### config.mk
export PLATFORM = sky130hd
export DESIGN_NAME = vid_regif
export DESIGN_NICKNAME = d
export VERILOG_FILES = /design/src/rtl/vid_regif_pkg.sv /design/src/rtl/vid_cfg_regs.sv /design/src/rtl/vid_status.sv /design/src/rtl/vid_vaddr.sv /design/src/rtl/vid_regif.sv
export SDC_FILE = /design/constraint.sdc
export NUM_CORES = 1
export LEC_CHECK = 0
export ABC_AREA = 1
export CAP_MARGIN = 20
export CORE_AREA = 2 2 61 63
export CTS_BUF_LIST = sky130_fd_sc_hd__clkbuf_16
export DETAILED_ROUTE_END_ITERATION = 10
export DIE_AREA = 0 0 63 65
export DONT_BUFFER_PORTS = 1
export PLACE_DENSITY = 0.78
export SETUP_SLACK_MARGIN = 0.1
export SLEW_MARGIN = 20
export SYNTH_ARGS = -nofsm -noshare
export SYNTH_HDL_FRONTEND = slang
export SYNTH_SLANG_ARGS = --single-unit
### constraint.sdc
create_clock -name clk -period 1.77 [get_ports clk]
set_input_delay 0.177 -clock clk [delete_from_list [all_inputs] [get_ports clk]]
set_output_delay 0.177 -clock clk [all_outputs]
set_load 0.005 [all_outputs]
### src/rtl/vid_regif_pkg.sv
// Shared field layouts for the video register interface.
// Assumes packed structs are laid out from the MSB down, matching the bus byte.
package vid_regif_pkg;
    localparam int BYTE_W = 8;

    typedef struct packed {
        logic       nmi_en;
        logic       ext_out_en;
        logic       spr_tall;
        logic       bg_table;
        logic       spr_table;
        logic       step_wide;
        logic [1:0] nt_base;
    } ctrl_t;

    typedef struct packed {
        logic [2:0] emph;
        logic       spr_en;
        logic       bg_en;
        logic       spr_left;
        logic       bg_left;
        logic       mono;
    } mask_t;
endpackage

### src/rtl/vid_cfg_regs.sv
// Write-only control and mask registers.
// Assumes that at most one write strobe is high in any cycle.
module vid_cfg_regs
    import vid_regif_pkg::*;
(
    input  logic              clk,
    input  logic              rst_n,
    input  logic              ctrl_we,
    input  logic              mask_we,
    input  logic [BYTE_W-1:0] wdata,
    output ctrl_t             ctrl_q,
    output mask_t             mask_q
);
    // Load the control byte; cleared on reset.
    always_ff @(posedge clk) begin
        if (!rst_n)       ctrl_q <= '0;
        else if (ctrl_we) ctrl_q <= ctrl_t'(wdata);
    end

    // Load the mask byte; cleared on reset.
    always_ff @(posedge clk) begin
        if (!rst_n)       mask_q <= '0;
        else if (mask_we) mask_q <= mask_t'(wdata);
    end
endmodule

### src/rtl/vid_status.sv
// Status flags and the open-bus latch.
// Assumes single-cycle event pulses. A vblank set wins over a clear in the
// same cycle. A prerender clear wins over the sprite set pulses.
module vid_status #(
    parameter int DATA_W = 8
) (
    input  logic              clk,
    input  logic              rst_n,
    input  logic              vblank_start,
    input  logic              prerender_start,
    input  logic              hit_set,
    input  logic              ovf_set,
    input  logic              stat_rd,
    input  logic              capture,
    input  logic [DATA_W-1:0] capture_val,
    output logic              vbl,
    output logic              hit,
    output logic              ovf,
    output logic [DATA_W-1:0] open_q
);
    // Vblank flag: set at vblank start, cleared by a status read or by prerender.
    always_ff @(posedge clk) begin
        if (!rst_n)                          vbl <= 1'b0;
        else if (vblank_start)               vbl <= 1'b1;
        else if (prerender_start || stat_rd) vbl <= 1'b0;
    end

    // Sprite-0 hit flag: sticky until prerender.
    always_ff @(posedge clk) begin
        if (!rst_n)               hit <= 1'b0;
        else if (prerender_start) hit <= 1'b0;
        else if (hit_set)         hit <= 1'b1;
    end

    // Overflow flag: sticky until prerender.
    always_ff @(posedge clk) begin
        if (!rst_n)               ovf <= 1'b0;
        else if (prerender_start) ovf <= 1'b0;
        else if (ovf_set)         ovf <= 1'b1;
    end

    // Open-bus latch: holds the last byte seen on the data bus.
    always_ff @(posedge clk) begin
        if (!rst_n)       open_q <= '0;
        else if (capture) open_q <= capture_val;
    end
endmodule

### src/rtl/vid_vaddr.sv
// Video-memory address counter.
// Assumes at most one data-port access per cycle. The address wraps at 2**ADDR_W.
module vid_vaddr #(
    parameter int ADDR_W   = 14,
    parameter int WIDE_STP = 32,
    localparam int STEP_W  = $clog2(WIDE_STP) + 1
) (
    input  logic              clk,
    input  logic              rst_n,
    input  logic              step_en,
    input  logic              wide,
    output logic [STEP_W-1:0] step,
    output logic [ADDR_W-1:0] vaddr
);
    // Choose the increment from the control field.
    always_comb begin
        step = wide ? STEP_W'(WIDE_STP) : STEP_W'(1);
    end

    // Advance the address once per data-port access, wrapping on overflow.
    always_ff @(posedge clk) begin
        if (!rst_n)       vaddr <= '0;
        else if (step_en) vaddr <= vaddr + ADDR_W'(step);
    end
endmodule

### src/rtl/vid_regif.sv
// Top level of the video processor CPU register interface.
// Decodes CPU accesses, forms the read data, and exposes the register fields.
// Assumes bus_cs is high for exactly one cycle per access.
module vid_regif
    import vid_regif_pkg::*;
#(
    parameter int ADDR_W   = 14,
    parameter int SEL_W    = 3,
    parameter int WIDE_STP = 32,
    parameter logic [SEL_W-1:0] SEL_CTRL = 3'd0,
    parameter logic [SEL_W-1:0] SEL_MASK = 3'd1,
    parameter logic [SEL_W-1:0] SEL_STAT = 3'd2,
    parameter logic [SEL_W-1:0] SEL_DATA = 3'd7,
    parameter logic [7:0]       MONO_AND = 8'h30,
    localparam int STEP_W = $clog2(WIDE_STP) + 1,
    localparam int OPEN_W = BYTE_W - 3
) (
    input  logic              clk,
    input  logic              rst_n,
    input  logic              bus_cs,
    input  logic              bus_wr,
    input  logic [SEL_W-1:0]  bus_sel,
    input  logic [BYTE_W-1:0] bus_wdata,
    output logic [BYTE_W-1:0] bus_rdata,
    input  logic              vblank_start,
    input  logic              prerender_start,
    input  logic              spr0_set,
    input  logic              ovf_set,
    input  logic [BYTE_W-1:0] pal_in,
    output logic [BYTE_W-1:0] pal_out,
    output logic              nmi_en,
    output logic              ext_out_en,
    output logic              spr_tall,
    output logic              bg_table,
    output logic              spr_table,
    output logic              step_wide,
    output logic [1:0]        nt_base,
    output logic [2:0]        emph,
    output logic              spr_en,
    output logic              bg_en,
    output logic              spr_left,
    output logic              bg_left,
    output logic              mono,
    output logic              bus_active,
    output logic              nmi,
    output logic [ADDR_W-1:0] vaddr,
    output logic [STEP_W-1:0] addr_step
);
    ctrl_t             ctrl_q;
    mask_t             mask_q;
    logic              wr_acc, rd_acc;
    logic              vbl_flag, hit_flag, ovf_flag;
    logic [BYTE_W-1:0] open_q;
    logic [BYTE_W-1:0] cap_val;

    // Classify the current bus cycle.
    always_comb begin
        wr_acc = bus_cs && bus_wr;
        rd_acc = bus_cs && !bus_wr;
    end

    vid_cfg_regs u_cfg (
        .clk     (clk),
        .rst_n   (rst_n),
        .ctrl_we (wr_acc && (bus_sel == SEL_CTRL)),
        .mask_we (wr_acc && (bus_sel == SEL_MASK)),
        .wdata   (bus_wdata),
        .ctrl_q  (ctrl_q),
        .mask_q  (mask_q)
    );

    // Read data: the status byte at the status select, otherwise the open-bus latch.
    always_comb begin
        if (rd_acc && (bus_sel == SEL_STAT))
            bus_rdata = {vbl_flag, hit_flag, ovf_flag, open_q[OPEN_W-1:0]};
        else
            bus_rdata = open_q;
        cap_val = bus_wr ? bus_wdata : bus_rdata;
    end

    vid_status #(.DATA_W(BYTE_W)) u_stat (
        .clk             (clk),
        .rst_n           (rst_n),
        .vblank_start    (vblank_start),
        .prerender_start (prerender_start),
        .hit_set         (spr0_set),
        .ovf_set         (ovf_set),
        .stat_rd         (rd_acc && (bus_sel == SEL_STAT)),
        .capture         (bus_cs),
        .capture_val     (cap_val),
        .vbl             (vbl_flag),
        .hit             (hit_flag),
        .ovf             (ovf_flag),
        .open_q          (open_q)
    );

    vid_vaddr #(.ADDR_W(ADDR_W), .WIDE_STP(WIDE_STP)) u_addr (
        .clk     (clk),
        .rst_n   (rst_n),
        .step_en (bus_cs && (bus_sel == SEL_DATA)),
        .wide    (ctrl_q.step_wide),
        .step    (addr_step),
        .vaddr   (vaddr)
    );

    // Drive the field outputs, the palette mask and the interrupt.
    always_comb begin
        nmi_en     = ctrl_q.nmi_en;
        ext_out_en = ctrl_q.ext_out_en;
        spr_tall   = ctrl_q.spr_tall;
        bg_table   = ctrl_q.bg_table;
        spr_table  = ctrl_q.spr_table;
        step_wide  = ctrl_q.step_wide;
        nt_base    = ctrl_q.nt_base;
        emph       = mask_q.emph;
        spr_en     = mask_q.spr_en;
        bg_en      = mask_q.bg_en;
        spr_left   = mask_q.spr_left;
        bg_left    = mask_q.bg_left;
        mono       = mask_q.mono;
        bus_active = mask_q.spr_en || mask_q.bg_en;
        pal_out    = mask_q.mono ? (pal_in & MONO_AND) : pal_in;
        nmi        = ctrl_q.nmi_en && vbl_flag;
    end
endmodule

# Word level (Yosys, flattened, before mapping)
# Cells that the tools add are included.
[totals]
inputBits = 27
ff_bits = 41
output_inout_bits = 54
wordCells = 42
[op_classes]
n_mux = 6
n_bitwise = 1
n_reduce_logical = 13
addsub = 1
eq_ne = 3
[ops]
columns = ["operator", "count"]
rows = [
  ["2-to-1 mux 8 bit", 3],
  ["adder 14 x 6 -> 14 bit", 1],
  ["logical AND 1 bit", 7],
  ["2-to-1 mux 6 bit", 1],
  ["equality test 3 x 1 -> 1 bit, second input constant", 1],
  ["equality test 3 x 2 -> 1 bit, second input constant", 1],
  ["equality test 3 bit, second input constant", 1],
  ["logical NOT 3 bit", 1],
  ["logical OR 1 bit", 2],
  ["2-to-1 mux 1 bit", 2],
  ["nonzero test 2 bit", 1],
  ["OR reduction 2 bit", 1],
  ["logical NOT 1 bit", 1],
  ["NOT 1 bit", 1],
]

# Depth between registers and ports, before layout
[depth]
ltp_word = 6
mapped_depth = 11
depth_no_buf = 11

# By module
# From an unflattened synthesis, not the netlist that was laid out.
[unflattened]
hier_cells = 332
hier_area_um2 = 2177.1
[by_module_without_submodules]
columns = ["module", "n_inst", "area_per_inst_um2", "cells_each", "seq_area_each_um2"]
rows = [
  ["vid_vaddr", 1, 814.5, 120, 280.3],
  ["vid_cfg_regs", 1, 664.4, 94, 320.3],
  ["vid_status", 1, 384.1, 49, 220.2],
  ["vid_regif", 1, 314.1, 69, 0.0],
]

# Worst setup path before layout
# No wires, ideal clock.
[synth_timing]
path_kind = "flip-flop to flip-flop"
from = "reg u_cfg.ctrl_q[2] (netlist name)"
to = "reg u_addr.vaddr[10]"
setup_time_ps = 113
synth_period_minus_slack_ps = 1455
stages_incl_launch_ff = 12
t_arrival_ps = 1342
required_ps = 1657
path_slack_ps = 315
path_buffers = 0
path_cell_list = "dfxtp_1 > inv_1 > ha_1 > ha_1 > nand2_1 > inv_1 > nand2_1 > nand2_1 > nand3_1 > nand2_1 > nand2_1 > nor2_1"
[synth_via]
elab_chain_cells = 2
[synth_rtl]
columns = ["element", "line", "text"]
rows = [
  ["2-to-1 mux 6 bit", "vid_vaddr.sv:17", "step = wide ? STEP_W'(WIDE_STP) : STEP_W'(1);"],
  ["via addr_step[0]", "vid_regif.sv:47", "output logic [STEP_W-1:0] addr_step"],
  ["adder 14 x 6 -> 14 bit", "vid_vaddr.sv:23", "else if (step_en) vaddr <= vaddr + ADDR_W'(step);"],
  ["end signal, assigned", "vid_vaddr.sv:23", ""],
  ["end, declared", "vid_vaddr.sv:13", "output logic [ADDR_W-1:0] vaddr"],
]
# The timed path passes the listed nets, and every way through them passes these cells.
# A chain may end at the register's enable or synchronous reset.

# Worst setup path in the final report
[layout_timing]
from = "reg u_cfg.ctrl_q[2] (netlist name)"
to = "reg u_addr.vaddr[10]"
[layout_via]
elab_chain_cells = 2
[layout_rtl]
columns = ["element", "line"]
rows = [
  ["2-to-1 mux 6 bit", "vid_vaddr.sv:17"],
  ["via addr_step[0]", "vid_regif.sv:47"],
  ["adder 14 x 6 -> 14 bit", "vid_vaddr.sv:23"],
]
# The timed path passes the listed nets, and every way through them passes these cells.

==> results.cfg <==
[outcome]
status = complete, no violations

[critical_path]
rr_worst_depth = 11
path_max_fanout = 4
worstSetupEndpoint = u_addr.vaddr[10]
crit_start = u_cfg.ctrl_q[2]
r2r_end = u_addr.vaddr[10]
rrSetupSlack_ns = 0.24
cp-start-kind = register
critical_path_class = reg -> reg
crit_arrival_ns = 1.74
worstSetupEndpointType = register
required_ns = 1.98
r2r-start = u_cfg.ctrl_q[2]

[logic_synthesis]
avgSynthCellArea_um2 = 6.82
ys_warn_count = 0
seq_area_frac_synth_pct = 40.2
synth_area_mm2 = 0.00204
synth_cell_types = 27
synth-seq-cells = 41
syn_inst = 299

[placement]
gp_congestion = 0.879
io_buffers = 0
dpl-instance-area_mm2 = 0.00199
hpwl_um = 3000
dpl_worst_slack_ns = 0.126

[clock_network]
cts.clk_slew.worst_paths_ns = 0.06
worst_skew_pair.late_latency_ns = 0.28
cts_tree = yes
cts-root-buf = clkbuf_16
postCtsSetupBuffers = 0
cts_buffer_depth = 2
cts_hold_buffers = 0
cts_sinks = 41
cts_buffers = 5
htree_levels = 2

[drt]
routed_wirelength_um = 4090
drtIter0Drc = 80
dr.pass1.iters = 4
vias_per_cell = 5.07
wire_per_inst_um = 12.0
vias = 1724
ant_nets = 0
drc = 0

[grt]
grt_pass1_wl_um = 6690
grt_pass1_vias = 1561
grt_antenna_before_repair = 0
gr-total-overflow = 0
grt_use_total_pct = 20.8
grt_start_max_net_pins = 37

[floorplan]
core_mm2 = 0.00350
start_util_pct = 58.3
dieHeight_um = 65
die_area_mm2 = 0.00410
die_width_um = 63
row_count = 22
ios = 81

[layout]
layout_commonest_cell = nor2_1
nNetsFinal = 321
drive_gt1_share_pct = 9.93
syn_to_final_growth_pct = 7.18
post-route-util_pct = 62.5
insertedDiodeCount = 0
final_cell_mix = nor2_1, dfxtp_1, inv_1
fin_area_mm2 = 0.00219

[timing]
fin_tns_setup_ns = 0
finalClockSkew_ns = 0.00542
hold_violations = 0
whs_ns = 0.0186
fin_crit_sh_pct = 86.2
worst_slack_ns = 0.244
finalSetupViolations = 0
maxSlewViolCount = 0
fmax_mhz = 655
rsz0062_at_grt = false
period_needed_ns = 1.53

[run]
drv_cap = 0

[hold_path]
hold_class = in -> reg
whs_path_depth = 2

[power_and_ir_drop]
power_density_mw_per_mm2 = 1010
leakagePower_nw = 0.948
vdd_drop_max_mv = 0.619
-- through the flow --
stage | total power, mW | cells
detailed placement | 1.10 | 332
global placement | 1.09 | 332
global route | 2.30 | 340
finish | 2.22 | 340
floorplan | 1.11 | 302
CTS | 2.24 | 340
-- layer usage --
metal / GRT usage (%) / share of wire, % / routed length, um
met1: 24.5 / 44 / 1820
met2: 35.0 / 46 / 1860
met3: 6.77 / 8.8 / 362
met4: 8.33 / 1.2 / 48
met5: 0 / 0 / 0
-- logic make-up after synthesis --
kind of cell | Yosys count | synth area share [%]
compound gates | 45 | 11.2
other cells | 1 | 0.184
xor+xnor | 1 | 0.430
fa+ha+maj | 3 | 1.84
flops | 41 | 40.2
simple gates | 150 | 32.5
buf+inv | 58 | 13.6
-- worst min path at each step --
stage,from,endpoint,slack (ns)
finish,rst_n,u_addr.vaddr[11],0.02
global route,rst_n,u_addr.vaddr[11],0.02
CTS,rst_n,u_addr.vaddr[11],0.01
detailed placement,vblank_start,u_stat.vbl,0.30
global placement,vblank_start,u_stat.vbl,0.30
floorplan,vblank_start,u_stat.vbl,0.29
-- critical path, cell delays in order, from the launching register on --
cell	delay, ns
dfxtp_1	0.36
inv_2	0.11
ha_2	0.21
ha_2	0.20
nand2_1	0.06
inv_1	0.09
nand2_1	0.07
nand2_2	0.09
nand3_1	0.09
nand2_1	0.07
nand2_1	0.04
nor2_1	0.09
-- repair_timing --
action / 4_1_cts / 5_1_grt
endpoints found under the hold margin: 0 / 0
endpoints found under the setup margin: 0 / 4
gates resized for setup: 0 / 4
-- cell type report --
type | count | area (um2)
Clock buffer | 5 | 125
Clock inverter | 3 | 65.1
Fill cell | 358 | 1310
Inverter | 40 | 155
Multi-Input combinational cell | 203 | 960
Sequential cell | 41 | 821
Tap cell | 48 | 60.1
-- registers in the layout (all words and copies together) (netlist names) --
signal / cells
u_addr.vaddr: 14
u_cfg.ctrl_q: 8
u_cfg.mask_q: 8
u_stat.hit: 1
u_stat.open_q: 8
u_stat.ovf: 1
u_stat.vbl: 1
-- cell usage after synthesis --
master / number / area, um2
nor2_1: 76 / 285
dfxtp_1: 41 / 821
inv_1: 37 / 139
nand2_1: 35 / 131
o21ai_0: 29 / 145
nand3_1: 17 / 85.1
a21oi_1: 13 / 65.1
buf_4: 12 / 90.1
nand2_2: 7 / 43.8
nand4_1: 5 / 31.3
and2_1: 3 / 18.8
clkbuf_1: 3 / 11.3
ha_1: 3 / 37.5
nor2_2: 3 / 18.8
buf_2: 2 / 10.0
clkinv_2: 2 / 10.0
a31oi_1: 1 / 6.26
buf_6: 1 / 11.3
conb_1: 1 / 3.75
inv_4: 1 / 6.26
nor2_4: 1 / 11.3
nor2_8: 1 / 20.0
nor3_2: 1 / 10.0
o21ai_1: 1 / 5.00
o21bai_1: 1 / 7.51
or2_2: 1 / 6.26
xor2_1: 1 / 8.76
-- where the power goes --
| group | switching (mW) | internal, mW | total, mW |
|---|---|---|---|
| logic | 0.0680 | 0.0404 | 0.108 |
| clock network | 0.336 | 0.804 | 1.14 |
| registers | 0.0187 | 0.948 | 0.967 |
No activity file was read; power rests on OpenSTA's default activity.
